--- src/rtl/tagrx_pkg.sv ---
package tagrx_pkg;

    typedef enum logic [1:0] {
        ST_IDLE    = 2'd0,
        ST_DELIVER = 2'd1,
        ST_PARK    = 2'd2,
        ST_COPY    = 2'd3
    } eng_state_e;

    localparam logic [1:0] SEL_TAG  = 2'd0;
    localparam logic [1:0] SEL_SRC  = 2'd1;
    localparam logic [1:0] SEL_DEST = 2'd2;

    // Word address of the first location of a parking slot.
    function automatic int unsigned slot_base(int unsigned region, int unsigned words,
                                              int unsigned idx);
        return region + idx * words;
    endfunction

endpackage

--- src/rtl/tagrx_cfg.sv ---
module tagrx_cfg
    import tagrx_pkg::*;
#(
    parameter int TAG_W = 16,
    parameter int SRC_W = 4,
    parameter int AW    = 10,
    parameter int CFG_W = 16
) (
    input  logic             clk,
    input  logic             rst,
    input  logic             cfg_we,
    input  logic [1:0]       cfg_sel,
    input  logic [CFG_W-1:0] cfg_wdata,
    input  logic             lock,
    output logic [TAG_W-1:0] exp_tag,
    output logic [SRC_W-1:0] exp_src,
    output logic [AW-1:0]    dest,
    output logic             arm_pulse
);
    logic wr_ok;

    assign wr_ok     = cfg_we && !lock;
    assign arm_pulse = wr_ok && (cfg_sel == SEL_DEST);

    always_ff @(posedge clk) begin
        if (rst) begin
            exp_tag <= '0;
            exp_src <= '0;
            dest    <= '0;
        end else if (wr_ok) begin
            case (cfg_sel)
                SEL_TAG:  exp_tag <= cfg_wdata[TAG_W-1:0];
                SEL_SRC:  exp_src <= cfg_wdata[SRC_W-1:0];
                SEL_DEST: dest    <= cfg_wdata[AW-1:0];
                default:  ;
            endcase
        end
    end
endmodule

--- src/rtl/tagrx_park_table.sv ---
module tagrx_park_table #(
    parameter int  NSLOT = 4,
    parameter int  TAG_W = 16,
    parameter int  SRC_W = 4,
    parameter int  LEN_W = 4,
    localparam int IDX_W = (NSLOT > 1) ? $clog2(NSLOT) : 1
) (
    input  logic             clk,
    input  logic             rst,
    input  logic             park_en,
    input  logic [IDX_W-1:0] park_idx,
    input  logic [TAG_W-1:0] park_tag,
    input  logic [SRC_W-1:0] park_src,
    input  logic [LEN_W-1:0] park_len,
    input  logic             free_en,
    input  logic [IDX_W-1:0] free_idx,
    input  logic [TAG_W-1:0] srch_tag,
    input  logic [SRC_W-1:0] srch_src,
    output logic             hit,
    output logic [IDX_W-1:0] hit_idx,
    output logic [LEN_W-1:0] hit_len,
    output logic             has_free,
    output logic [IDX_W-1:0] free_slot
);
    // Age is a rank: 0 for the newest valid slot, larger for older ones.
    logic             v   [NSLOT];
    logic [TAG_W-1:0] t   [NSLOT];
    logic [SRC_W-1:0] s   [NSLOT];
    logic [LEN_W-1:0] l   [NSLOT];
    logic [IDX_W-1:0] age [NSLOT];
    logic [IDX_W-1:0] free_age;
    logic [IDX_W-1:0] best;

    assign free_age = age[free_idx];
    assign hit_len  = l[hit_idx];

    always_ff @(posedge clk) begin
        for (int i = 0; i < NSLOT; i++) begin
            if (rst) begin
                v[i]   <= 1'b0;
                t[i]   <= '0;
                s[i]   <= '0;
                l[i]   <= '0;
                age[i] <= '0;
            end else if (park_en) begin
                if (park_idx == IDX_W'(i)) begin
                    v[i]   <= 1'b1;
                    t[i]   <= park_tag;
                    s[i]   <= park_src;
                    l[i]   <= park_len;
                    age[i] <= '0;
                end else if (v[i]) begin
                    age[i] <= age[i] + 1'b1;
                end
            end else if (free_en) begin
                if (free_idx == IDX_W'(i)) begin
                    v[i] <= 1'b0;
                end else if (v[i] && age[i] > free_age) begin
                    age[i] <= age[i] - 1'b1;
                end
            end
        end
    end

    always_comb begin
        hit     = 1'b0;
        hit_idx = '0;
        best    = '0;
        for (int i = 0; i < NSLOT; i++) begin
            if (v[i] && t[i] == srch_tag && s[i] == srch_src && (!hit || age[i] > best)) begin
                hit     = 1'b1;
                hit_idx = IDX_W'(i);
                best    = age[i];
            end
        end
    end

    always_comb begin
        has_free  = 1'b0;
        free_slot = '0;
        for (int i = NSLOT - 1; i >= 0; i--) begin
            if (!v[i]) begin
                has_free  = 1'b1;
                free_slot = IDX_W'(i);
            end
        end
    end
endmodule

--- src/rtl/tagrx_handler.sv ---
module tagrx_handler
    import tagrx_pkg::*;
#(
    parameter int TAG_W    = 16,
    parameter int SRC_W    = 4,
    parameter int DW       = 32,
    parameter int AW       = 10,
    parameter int NSLOT    = 4,
    parameter int SLOT_W   = 8,
    parameter int BUF_BASE = 896,
    parameter int CFG_W    = 16
) (
    input  logic             clk,
    input  logic             rst,
    input  logic             cfg_we,
    input  logic [1:0]       cfg_sel,
    input  logic [CFG_W-1:0] cfg_wdata,
    output logic             stat_armed,
    output logic             stat_done,
    output logic             stat_busy,
    input  logic             in_valid,
    output logic             in_ready,
    input  logic             in_first,
    input  logic             in_last,
    input  logic [DW-1:0]    in_data,
    output logic             mem_we,
    output logic [AW-1:0]    mem_waddr,
    output logic [DW-1:0]    mem_wdata,
    output logic             mem_re,
    output logic [AW-1:0]    mem_raddr,
    input  logic [DW-1:0]    mem_rdata
);
    localparam int LEN_W = $clog2(SLOT_W) + 1;
    localparam int IDX_W = (NSLOT > 1) ? $clog2(NSLOT) : 1;

    eng_state_e       state;
    logic             armed, done, claimed, search_req, pipe_v;
    logic [TAG_W-1:0] exp_tag, hdr_tag_q, hdr_tag;
    logic [SRC_W-1:0] exp_src, hdr_src_q, hdr_src;
    logic [AW-1:0]    dest, cur_addr, slot_addr;
    logic [IDX_W-1:0] slot_sel, hit_idx, free_slot;
    logic [LEN_W-1:0] cnt, len, rd_cnt, hit_len, park_len;
    logic             arm_pulse, hit, has_free, hdr_match;
    logic             cnt_room, park_en, copy_done;

    tagrx_cfg #(.TAG_W(TAG_W), .SRC_W(SRC_W), .AW(AW), .CFG_W(CFG_W)) u_cfg (
        .clk(clk), .rst(rst), .cfg_we(cfg_we), .cfg_sel(cfg_sel), .cfg_wdata(cfg_wdata),
        .lock(claimed), .exp_tag(exp_tag), .exp_src(exp_src), .dest(dest),
        .arm_pulse(arm_pulse)
    );

    tagrx_park_table #(.NSLOT(NSLOT), .TAG_W(TAG_W), .SRC_W(SRC_W), .LEN_W(LEN_W)) u_table (
        .clk(clk), .rst(rst),
        .park_en(park_en), .park_idx(slot_sel), .park_tag(hdr_tag_q), .park_src(hdr_src_q),
        .park_len(park_len), .free_en(copy_done), .free_idx(slot_sel),
        .srch_tag(exp_tag), .srch_src(exp_src),
        .hit(hit), .hit_idx(hit_idx), .hit_len(hit_len),
        .has_free(has_free), .free_slot(free_slot)
    );

    assign hdr_tag    = in_data[TAG_W-1:0];
    assign hdr_src    = in_data[TAG_W +: SRC_W];
    assign hdr_match  = armed && !claimed && hdr_tag == exp_tag && hdr_src == exp_src;
    assign slot_addr  = AW'(slot_base(BUF_BASE, SLOT_W, int'(slot_sel)));
    assign cnt_room   = cnt < LEN_W'(SLOT_W);
    assign park_en    = (state == ST_PARK) && in_valid && in_last;
    assign park_len   = cnt_room ? cnt + 1'b1 : cnt;
    assign copy_done  = (state == ST_COPY) && rd_cnt == len && !pipe_v;
    assign mem_re     = (state == ST_COPY) && rd_cnt != len;
    assign mem_raddr  = slot_addr + AW'(rd_cnt);
    assign stat_armed = armed;
    assign stat_done  = done;
    assign stat_busy  = claimed;

    always_comb begin
        in_ready  = 1'b0;
        mem_we    = 1'b0;
        mem_waddr = cur_addr;
        mem_wdata = in_data;
        case (state)
            ST_IDLE:    in_ready = !cfg_we && !search_req && (!in_first || hdr_match || has_free);
            ST_DELIVER: begin
                in_ready = 1'b1;
                mem_we   = in_valid;
            end
            ST_PARK: begin
                in_ready  = 1'b1;
                mem_we    = in_valid && cnt_room;
                mem_waddr = slot_addr + AW'(cnt);
            end
            ST_COPY: begin
                mem_we    = pipe_v;
                mem_wdata = mem_rdata;
            end
            default: ;
        endcase
    end

    always_ff @(posedge clk) begin
        if (rst) begin
            state      <= ST_IDLE;
            armed      <= 1'b0;
            done       <= 1'b0;
            claimed    <= 1'b0;
            search_req <= 1'b0;
            pipe_v     <= 1'b0;
            cur_addr   <= '0;
            slot_sel   <= '0;
            cnt        <= '0;
            len        <= '0;
            rd_cnt     <= '0;
            hdr_tag_q  <= '0;
            hdr_src_q  <= '0;
        end else begin
            pipe_v <= mem_re;
            if (arm_pulse) begin
                armed      <= 1'b1;
                done       <= 1'b0;
                search_req <= 1'b1;
            end
            case (state)
                ST_IDLE: begin
                    if (!cfg_we) begin
                        if (search_req) begin
                            search_req <= 1'b0;
                            if (hit) begin
                                claimed  <= 1'b1;
                                slot_sel <= hit_idx;
                                len      <= hit_len;
                                rd_cnt   <= '0;
                                cur_addr <= dest;
                                state    <= ST_COPY;
                            end
                        end else if (in_valid && in_first) begin
                            if (hdr_match) begin
                                claimed  <= 1'b1;
                                cur_addr <= dest;
                                state    <= ST_DELIVER;
                            end else if (has_free) begin
                                slot_sel  <= free_slot;
                                hdr_tag_q <= hdr_tag;
                                hdr_src_q <= hdr_src;
                                cnt       <= '0;
                                state     <= ST_PARK;
                            end
                        end
                    end
                end
                ST_DELIVER: begin
                    if (in_valid) begin
                        cur_addr <= cur_addr + 1'b1;
                        if (in_last) begin
                            done    <= 1'b1;
                            armed   <= 1'b0;
                            claimed <= 1'b0;
                            state   <= ST_IDLE;
                        end
                    end
                end
                ST_PARK: begin
                    if (in_valid) begin
                        if (cnt_room) cnt <= cnt + 1'b1;
                        if (in_last) state <= ST_IDLE;
                    end
                end
                ST_COPY: begin
                    if (mem_re) rd_cnt <= rd_cnt + 1'b1;
                    if (pipe_v) cur_addr <= cur_addr + 1'b1;
                    if (copy_done) begin
                        done    <= 1'b1;
                        armed   <= 1'b0;
                        claimed <= 1'b0;
                        state   <= ST_IDLE;
                    end
                end
                default: state <= ST_IDLE;
            endcase
        end
    end
endmodule

--- config.mk ---
export PLATFORM = sky130hd
export DESIGN_NAME = tagrx_handler
export DESIGN_NICKNAME = d
export VERILOG_FILES = /design/src/rtl/tagrx_pkg.sv /design/src/rtl/tagrx_cfg.sv /design/src/rtl/tagrx_park_table.sv /design/src/rtl/tagrx_handler.sv
export SDC_FILE = /design/constraint.sdc
export NUM_CORES = 1
export LEC_CHECK = 0
export ABC_AREA = 1
export CAP_MARGIN = 15
export CORE_MARGIN = 8
export CORE_UTILIZATION = 39
export DETAILED_ROUTE_END_ITERATION = 8
export GPL_TIMING_DRIVEN = 0
export PLACE_DENSITY = 0.6
export SLEW_MARGIN = 20
export SYNTH_ARGS = -nofsm -noshare
export SYNTH_HDL_FRONTEND = slang
export SYNTH_SLANG_ARGS = --single-unit
--- constraint.sdc ---
create_clock -name clk -period 4.2 [get_ports clk]
set_input_delay 1.05 -clock clk [delete_from_list [all_inputs] [get_ports clk]]
set_output_delay 1.05 -clock clk [all_outputs]
set_load 0.02 [all_outputs]
After elaboration in Yosys (flattened, before gate mapping) --
Memories as Yosys holds them, arrays and structs flattened. A register that Yosys moved wholly into a read port is not among the register bits. Cells that the tools add are included.
Word-level totals: memory bits (writable) 108, bits in registers 77, memories 5, logic and storage cells 373, bits of input ports 88, output and inout bits 58
Operators by class: reductions and logical operators 62, bitwise gates (word level) 35, eq/ne operators 41, add/subtract/negate cells 14, mux-type cells 193, magnitude comparators 8
Memories:
- u_table.t | words 4, bits a word 16, read ports 4, clocked after memory_dff 0, wr ports 4, RTL line tagrx_park_table.sv:27 | logic [TAG_W-1:0] t [NSLOT];
- u_table.l | words 4, bits a word 4, read ports 1, clocked after memory_dff 1, wr ports 4, RTL line tagrx_park_table.sv:29 | logic [LEN_W-1:0] l [NSLOT];
- u_table.s | words 4, bits a word 4, read ports 4, clocked after memory_dff 0, wr ports 4, RTL line tagrx_park_table.sv:28 | logic [SRC_W-1:0] s [NSLOT];
- u_table.age | words 4, bits a word 2, read ports 5, clocked after memory_dff 1, wr ports 4, RTL line tagrx_park_table.sv:30 | logic [IDX_W-1:0] age [NSLOT];
- u_table.v | words 4, bits a word 1, read ports 4, clocked after memory_dff 0, wr ports 4, RTL line tagrx_park_table.sv:26 | logic v [NSLOT];
Operator list (number):
- 1-bit two-way mux | 115
- 16-bit equality test | 5
- 10-bit two-way mux | 8
- 4-bit two-way mux | 19
- 2-bit two-way mux | 37
- 16-bit two-way mux | 4
- 32-bit two-way mux | 1
- 1-bit OR | 32
- 10-bit one-hot mux with 3 select lines | 1
- 1-bit logical AND | 29
- 2-bit inequality test, second input constant | 14
- 4-bit equality test | 6
- 7-bit AND reduction | 3
- 10-bit by 4-bit adder with 10-bit output | 2
- 4-bit one-hot mux with 2 select lines | 2
- 2-bit greater-than comparator | 7
- 6-bit AND reduction | 2
- 10-bit by 1-bit adder with 10-bit output, second input constant | 1
- 10-bit by 5-bit adder with 10-bit output, first input constant | 1
- 2-bit equality test, second input constant | 5
- 3-bit inequality test, second input constant | 3
- 2-bit by 1-bit adder with 2-bit output, second input constant | 4
- 4-bit by 1-bit adder with 4-bit output, second input constant | 2
- 1-bit logical NOT | 8
- 19 further kinds | 42

Longest topological paths before layout --
Gate-level depths: netlist (run 1). An unclocked memory read counts as a cell.
depth after elaboration 21, gate-level depth with buffers 38, mapped depth without buffers 37

Modules after synthesis --
From an unflattened synthesis (run 1), not the netlist that was laid out.
Unflattened totals: cells, all modules 1824, area, all modules 12167.9 µm²
By module, submodules not included:
- tagrx_park_table | instances 1, area an instance 6927.9 µm², sequential area each 3243.1 µm², cells an instance 953
- tagrx_handler | instances 1, area an instance 3878.7 µm², sequential area each 1021.0 µm², cells an instance 680
- tagrx_cfg | instances 1, area an instance 1361.3 µm², sequential area each 600.6 µm², cells an instance 191

Least setup slack after synthesis (run 1) --
Ideal clock, no wire load.
path kind register to register, from register u_cfg.exp_src[2], to register len[0], read port of u_table.l, library setup time 0.056 ns, stages on the path, launching flop included 38, buffers on the path 1, required time 4.144 ns, period minus slack after synthesis 4.158 ns, data arrival time 4.102 ns, slack 0.042 ns, cell sequence dfxtp_1 > buf_4 > inv_1 > nand2_1 > nand2_1 > nor2_1 > nand2_1 > nor2_1 > nand3_2 > nor2_1 > inv_1 > ha_1 > a21oi_1 > a21oi_1 > nor2_1 > nor2_2 > inv_1 > o21ai_1 > (+2 left out) > inv_1 > nor2_1 > o21ai_0 > nand2_1 > nand2_2 > mux2i_1 > ha_1 > inv_1 > nor2_1 > o21ai_0 > nand2_1 > nand2_1 > nand2_1 > nor2_1 > nand2_1 > nand3_1 > nand2_1 > inv_1
Between the ends: longest elaborated chain between the ends 16
RTL lines:
- start: declaration | RTL line tagrx_cfg.sv:16 | output logic [SRC_W-1:0] exp_src,
- start signal: assignment | RTL line tagrx_cfg.sv:33 | SEL_SRC: exp_src <= cfg_wdata[SRC_W-1:0];
- 4-bit equality test | RTL line tagrx_park_table.sv:70 | if (v[i] && t[i] == srch_tag && s[i] == srch_src && (!hit || age[i] > best)) begin
- 1-bit logical AND | RTL line tagrx_park_table.sv:70
- 2-bit two-way mux or 1-bit two-way mux (tied branches) | RTL line tagrx_park_table.sv:70
- 2-bit greater-than comparator or 1-bit logical NOT (tied branches) | RTL line tagrx_park_table.sv:70
- 1-bit logical OR | RTL line tagrx_park_table.sv:70
- 1-bit logical AND | RTL line tagrx_park_table.sv:70
- 2-bit two-way mux or 1-bit two-way mux (tied branches) | RTL line tagrx_park_table.sv:70
- 2-bit greater-than comparator or 1-bit logical NOT (tied branches) | RTL line tagrx_park_table.sv:70
- 1-bit logical OR | RTL line tagrx_park_table.sv:70
- 1-bit logical AND | RTL line tagrx_park_table.sv:70
- 2-bit two-way mux or 1-bit two-way mux (tied branches) | RTL line tagrx_park_table.sv:70
- 2-bit greater-than comparator or 1-bit logical NOT (tied branches) | RTL line tagrx_park_table.sv:70
- 1-bit logical OR | RTL line tagrx_park_table.sv:70
- 1-bit logical AND | RTL line tagrx_park_table.sv:70
- 1-bit two-way mux | RTL line tagrx_park_table.sv:70
- 4-bit AND reduction (no line)
- end: declaration | RTL line tagrx_handler.sv:42 | logic [LEN_W-1:0] cnt, len, rd_cnt, hit_len, park_len;
Several ways; a longest one is shown, not always the timed one. A chain may end at the register's enable or synchronous reset.

==> summary by stage, run 1 <==
Setup path
The highest cell delay on the worst timing path is between 0.3 and 0.4 ns. Data on the critical path arrives at its endpoint at around 4.8 ns. In this design, the critical path's most frequently occurring cell is sky130_fd_sc_hd__nand2_2. The setup path with the least slack is of type register to register. STA classifies the critical path startpoint as a register. Of all nets on the critical path, the largest fanout is 5. At the worst endpoint, the required time is 4.53 ns.

The largest individual stage delay along the critical path comes from the cell sky130_fd_sc_hd__dfxtp_4. The kind of capture point of the worst setup path is a register.

GRT
After global routing, the most crowded layer is met2. The number of global-route vias before repair was around 11000. The global-route congestion overflow total is 0.

The global-route track usage on met3 is 0.0299. For met1 alone, demand over resource in global routing was 0.333. Entering global routing, the biggest net connects 25 pins.

The first global-routing pass estimated ~65 mm of wire. For this run, global-route usage on met2 was measured as 0.389. The overall track demand over capacity in global routing is 0.243. The initial antenna violation count came to 0.

Final layout
Leaving out fill and tap cells, the most frequent cells in the layout are 479 x sky130_fd_sc_hd__nand2_1, 292 x sky130_fd_sc_hd__nor2_1, 198 x sky130_fd_sc_hd__inv_1, 140 x sky130_fd_sc_hd__clkdlybuf4s50_1, 108 x sky130_fd_sc_hd__edfxtp_1. The most common library cell in the layout ignoring fill and taps is sky130_fd_sc_hd__nand2_1. The number of inserted diodes is 0. The final layout contains 1994 nets. Of the cells placed in the final design, the portion with a size suffix greater than 1 is 0.118.

The layout overhead on the synthesized area is 27.7%. The area used by sequential logic in the layout is 4950 sq um. The area of combinational cells with multiple inputs is between 5000 and 6000 sq um.

The final-layout fill cell count is between 2000 and 3000. After routing the design area is 14700 sq um.

Clock tree
The clock passes through at most 2 buffers. The number of H-tree levels is 4. The cell sitting at the root of the clock tree is a sky130_fd_sc_hd__clkbuf_16. The CTS tree is yes.

The number of hold buffers added after CTS was 0. The clock transition time at the flip-flop clock pins of the worst setup and hold paths is ~0.080 ns. The number of clock sinks is between 150 and 200. At the later pin of the worst-skew pair, clock insertion delay measures roughly 0.45 ns. The TritonCTS buffer count is 17.

Timing
The final setup slack of the worst path is -0.221 ns. For the final database, setup skew stands at between 0.015 and 0.02 ns. The transition at the pin with the smallest max-transition slack is 1.06 ns.

The worst slew margin relative to its limit is 0.287. Counting I/O delays and the setup requirement, the final critical path takes 4.42 ns. The count of endpoints failing hold in the final timing report is 0.

Setup violations remaining at the end of the flow were counted as 8. Setup repair after global routing could not meet its margin everywhere. Dividing the final minimum period by the clock period gives 1.05. The summed negative setup slack over all endpoints is -1.49 ns. The number of max-slew violations in the final report is 0.

The highest attainable clock frequency is 0.226 GHz.

Floorplan
roughly 150 I/O pins were placed. The width of the chip is 188 um. The number of rows created at floorplan is between 60 and 70. For this configuration, the core starts out at a cell density of 0.392.

The height of the die is roughly 190 um. The floorplan step defined a die boundary enclosing 35300 sq um. The core region is 29400 sq um.

Outcome
The checks that failed: negative setup slack. The run finished, with violations left.

Logic synthesis
The share of the Yosys chip area taken by registers is 0.425. After technology mapping, the gate count stands at between 1500 and 2000. The count of unique library cells instantiated by Yosys is 44. The most common flop cell mapped by yosys is sky130_fd_sc_hd__edfxtp_1. The count of warnings emitted by yosys is 0. The mapped netlist covers ~12000 sq um.

The average cell area after synthesis is between 6 and 7 sq um. The share of flip-flops with an asynchronous set or reset is 0. The synthesized design contains 191 register bits. The count of flip-flops with a built-in enable after synthesis is between 100 and 150.

Placed design
The routability congestion estimate is between 1 and 1.5. The instance area at placement is 13500 sq um. The count of buffers added on input and output ports is about 140. The HPWL after detailed placement is about 34 mm.

Power
The total power density per cell area is between 400 and 500 nW/um^2. The standby leakage power is ~6.4 nW. The worst-case IR drop observed on VDD is about 0.26 mV.

Route
The number of vias after detailed routing is 11686. In the routed design, unresolved DRC markers number 0. The number of detailed-routing iterations run before antenna repair is 6.

In the final routed layout, each cell accounts on average for between 15 and 20 um. For this block, the initial DRC count from the detailed router was about 1200. The vias per cell is 5.12. The wire length reported by the detailed router is approximately 44 mm. The remaining antenna violation count after routing is 0.

Worst hold path
The worst min-delay path class is register to register.

Flow run
Max-cap violations in this run came to 0.
## worst max-delay path: cells and delay by family, from the launching register on
| family | cells | cell delay (ns) |
|---|---|---|
| compound gates | 6 | 0.73 |
| fa+ha+maj | 3 | 0.76 |
| buf+inv | 7 | 0.59 |
| flops | 1 | 0.39 |
| mux | 1 | 0.22 |
| simple gates | 17 | 1.60 |
## cell families after synthesis
kind of cell             after synthesis  synth area share
other                                  2          0.000651
multiplexers                           1          0.000868
AO/OA/AOI/OAI                        214            0.0957
buffers and inverters                287            0.0989
flip-flops                           191             0.425
adder cells (fa/ha/maj)               27            0.0293
XOR/XNOR                              33            0.0251
AND/OR/NAND/NOR                      919             0.324
## layout make-up
cell class,count,share of cell area
Multi-Input combinational cell,1198,0.392
Timing Repair Buffer,186,0.120
Clock inverter,15,0.00892
Inverter,233,0.0608
Tap cell,390,0.0331
Buffer,52,0.0203
Sequential cell,191,0.336
Clock buffer,17,0.0289
## per-stage QoR
step	util	power, W	hold slack (ns)	cells	setup WS (ns)
2_1_floorplan	-	0.00349	0.425	1676	0.0420
3_3_place_gp	0.457	0.00429	0.468	2207	-2.11
3_5_place_dp	0.458	0.00431	0.471	2208	-1.20
4_1_cts	0.492	0.00591	0.483	2268	-0.131
5_1_grt	0.501	0.00624	0.506	2282	-0.525
6_report	0.501	0.00596	0.480	2282	-0.221
## cell usage after synthesis, types with 6 or more instances
cell / count / area [sq um]
sky130_fd_sc_hd__or2_2: 7 / 43.8
sky130_fd_sc_hd__edfxtp_1: 108 / 3240
sky130_fd_sc_hd__o21ai_0: 111 / 556
sky130_fd_sc_hd__nand3b_1: 6 / 45.0
sky130_fd_sc_hd__nand2_1: 497 / 1870
sky130_fd_sc_hd__xnor2_1: 18 / 158
sky130_fd_sc_hd__nor2_1: 306 / 1150
sky130_fd_sc_hd__dfxtp_1: 83 / 1660
sky130_fd_sc_hd__xor2_1: 15 / 131
sky130_fd_sc_hd__ha_1: 27 / 338
sky130_fd_sc_hd__clkbuf_1: 27 / 101
sky130_fd_sc_hd__buf_2: 9 / 45.0
sky130_fd_sc_hd__inv_1: 208 / 781
sky130_fd_sc_hd__nor3_1: 9 / 45.0
sky130_fd_sc_hd__nand4_1: 20 / 125
sky130_fd_sc_hd__inv_2: 24 / 90.1
sky130_fd_sc_hd__nand3_1: 44 / 220
sky130_fd_sc_hd__buf_4: 9 / 67.6
sky130_fd_sc_hd__a21oi_1: 83 / 415
## flip-flops by register name (all words and copies together), names as in the netlist, 8 cells and up, named ones only
signal	flops
cur_addr	10
hdr_tag_q	16
u_table.t	64
u_cfg.dest	10
u_table.s	16
u_cfg.exp_tag	16
u_table.l	16
u_table.age	8
## where the power goes
group          internal, W  leakage (nW)  switching, W
Clock             0.000780         0.273      0.000825
Sequential         0.00214          1.80      0.000139
Combinational     0.000740          4.29       0.00134
## worst paths after layout
kind	slack [ns]	depth (start not counted)	from	to
worst min-delay path	0.48	2	u_cfg.dest[5]$_SDFFE_PP0P_	u_cfg.dest[5]$_SDFFE_PP0P_
worst max-delay path	-0.22	34	u_cfg.exp_src[2]$_SDFFE_PP0P_	register
worst min register to register	0.48	2	u_cfg.dest[5]$_SDFFE_PP0P_	u_cfg.dest[5]$_SDFFE_PP0P_
worst max register to register	-0.22	34	u_cfg.exp_src[2]$_SDFFE_PP0P_	register
## what timing repair did
action                                  4_1_cts  5_1_grt
pin swaps                                    38       28
gates resized for setup                      79       52
setup buffers                                29       15
endpoints found under the setup margin       19        9
cloned                                        0        0
## routing by layer
metal  vias to the layer above  part of all wire
met3                        70             0.074
met5                         -                 0
li1                       5678                 -
met1                      5499              0.44
met4                         0             0.029
met2                       439              0.46
(Power assumes the default switching activity.)
==> inputs of run 2 (changes only) <==
--- a/config.mk
+++ b/config.mk
@@ -7,6 +7,7 @@
 export LEC_CHECK = 0
 export ABC_AREA = 1
 export CAP_MARGIN = 15
+export CORE_ASPECT_RATIO = 1.25
 export CORE_MARGIN = 8
 export CORE_UTILIZATION = 39
 export DETAILED_ROUTE_END_ITERATION = 8
==> summary by stage, run 2 (synthesized netlist as in run 1, its figures left out) <==
Clock tree
The TritonCTS buffer count is 17. The number of clock sinks is 191. The count of hold-fix buffers inserted at cts is 0. TritonCTS built the clock tree. At the later pin of the worst-skew pair, clock insertion delay measures 0.45 ns.

After clock tree synthesis, the clock-pin slew on the worst setup and hold paths is roughly 0.08 ns. CTS built an H-tree with a depth of 4. The largest buffer count on any clock path is 2. The clock root buffer is sky130_fd_sc_hd__clkbuf_16.

Outcome
The run finished, with violations left. The checks that failed: negative setup slack.

Setup path
The type of the setup path with the least slack is register to register. In this run the worst path has a maximum fanout of 5. The startpoint of the worst register-to-register path is u_table.t[0][5]$_SDFFCE_PN0P_.

The critical path's slowest cell is sky130_fd_sc_hd__edfxtp_1. The timing startpoint of the critical path is u_table.t[0][5]$_SDFFCE_PN0P_. For the worst setup path, the data required time is 4.55 ns. The kind of capture point of the worst setup path is a register. For the worst setup path, the data arrival time is ~4.9 ns. The highest cell delay on the worst timing path is roughly 0.44 ns.

The critical path startpoint category is a register.

Worst hold path
The worst min-delay path class is register to register. The startpoint identified for the worst hold timing path is cur_addr[9]$_SDFFE_PP0P_.

Placed design
In this run the tool buffered the top-level ports with 141 buffer cells. Routability-driven placement finished with a final weighted congestion of about 0.95. The cell total after placement is roughly 2200. The instance area at placement is about 13000 sq um. The final HPWL from detailed placement is ~36 mm.

Final layout
At the end of the flow the core is filled with cells to 0.506. The library cell used most frequently in the layout, excluding fill and tap cells, is sky130_fd_sc_hd__nand2_1. The register with the most flip-flops in the layout has 64 of them.

The number of standard cells in the layout, taps in and fillers out is approximately 2300. The repair_antennas step left the layout with diodes totalling 0. The proportion of layout cells with a drive suffix above 1 is 0.118.

More flip-flops sit in one register than any other, and that register is u_table.t. After routing the design area is roughly 15000 sq um. The area growth from synthesis to layout is 28.0%. In the layout the commonest cells are 475 x sky130_fd_sc_hd__nand2_1, 291 x sky130_fd_sc_hd__nor2_1, 198 x sky130_fd_sc_hd__inv_1, 140 x sky130_fd_sc_hd__clkdlybuf4s50_1, 108 x sky130_fd_sc_hd__edfxtp_1.

In the final design database the tool counted around 2000 nets.

Route
The count of unresolved DRC violations after routing is 0. Summing over every cut layer, the via total after detailed routing is 11703. The post-detailed-route wirelength per cell is approximately 20 um. Wires add up to 45.4 mm. The remaining antenna violation count after routing is 0. The DRC marker count from the first detailed-route iteration is between 1000 and 1500. Dividing the detail-routed via count by the number of cells gives roughly 5.1. The number of detailed-routing iterations run before antenna repair is 8.

Power
The overall power after layout is ~0.006 W. The standby leakage power is 6.38 nW. The worst voltage drop across the vdd grid is roughly 0.31 mV. Dividing total power by cell area gives a power density of about 400 nW/um^2.

GRT
The largest net degree at the start of global routing is 25. The total overflow left after global routing is 0. The wire length of the first global-routing pass is between 60 and 70 mm.

The initial antenna violation count came to 0. The number of global-route vias before repair is 11631. For this run, the total global-route usage over all layers was measured as 0.255.

Floorplan
The initial utilization of the core area, before any placement, comes to 0.395. The die outline area is between 30000 and 40000 sq um. The floorplan has 70 rows.

The number of ports placed on the die boundary is ~150. The floorplan core area is around 30000 sq um. The height of the die is 208 um. From left edge to right edge, the die measures around 170 um.

Timing
Setup repair after global routing could not meet its margin everywhere. The worst pin sits at a relative slew slack of 0.287. The final setup slack of the worst path is -0.389 ns. The highest attainable clock frequency is roughly 0.22 GHz.

The post-route minimum period is between 4 and 5 ns. The clock skew is roughly 0.013 ns. The transition at the pin with the smallest max-transition slack is between 1 and 1.5 ns. After routing, the total negative slack on setup checks comes to -2.84 ns. The number of max-slew violations in the final report is 0. The count of endpoints failing hold in the final timing report came to 0.

The final clock period utilization by the worst path is 1.09. Setup violations remaining at the end of the flow were counted as 8.

Flow run
The number of max-cap violations is 0.
==> run 2: metrics by stage <==
step                      hold WS (ns)  setup slack, ns
after floorplan                  0.425           0.0420
after global placement           0.465            -2.02
after detailed placement         0.475            -1.84
after CTS                        0.486           -0.424
after global routing             0.509           -0.612
final                            0.490           -0.389
==> run 2: final timing paths <==
check | end | slack [ns] | depth (start not counted)
worst max-delay path | len[0]$_SDFFE_PP0P_ | -0.39 | 35
worst min register to register | cur_addr[9]$_SDFFE_PP0P_ | 0.49 | 2
worst max register to register | len[0]$_SDFFE_PP0P_ | -0.39 | 35
worst min-delay path | cur_addr[9]$_SDFFE_PP0P_ | 0.49 | 2
==> run 2: cell type report <==
class                   count  area [sq um]
well taps                 396           495
multi-input cells        1198          5760
plain buffers              52           302
repair buffers            183          1750
clock inverters            12          95.1
flip-flops and latches    191          4940
inverters                 233           935
fillers                  2909         14400
clock buffers              20           478
==> run 2: metal layers <==
layer	wire length, um	GRT usage
met1	17900	0.287
met2	22900	0.456
met3	2640	0.0466
met4	1910	0.121
met5	0	0
==> run 2: power breakdown <==
group | switching, W | internal [W]
clock | 0.000791 | 0.000839
sequential | 0.000152 | 0.00214
combinational | 0.00135 | 0.000741
==> run 2: timing repair <==
item | 4_1_cts | 5_1_grt
resized for setup | 117 | 30
pin swaps | 49 | 43
hold endpoints to repair | 0 | 0
endpoints found under the setup margin | 19 | 17
buffers inserted | 39 | 4
==> run 2: critical path, delay by kind of cell (launching register included) <==
kind,cells,cell delay (ns)
multiplexers,1,0.20
buffers and inverters,7,0.53
AND/OR/NAND/NOR,18,1.69
adder cells (fa/ha/maj),3,0.80
AO/OA/AOI/OAI,6,0.84
flip-flops,1,0.44
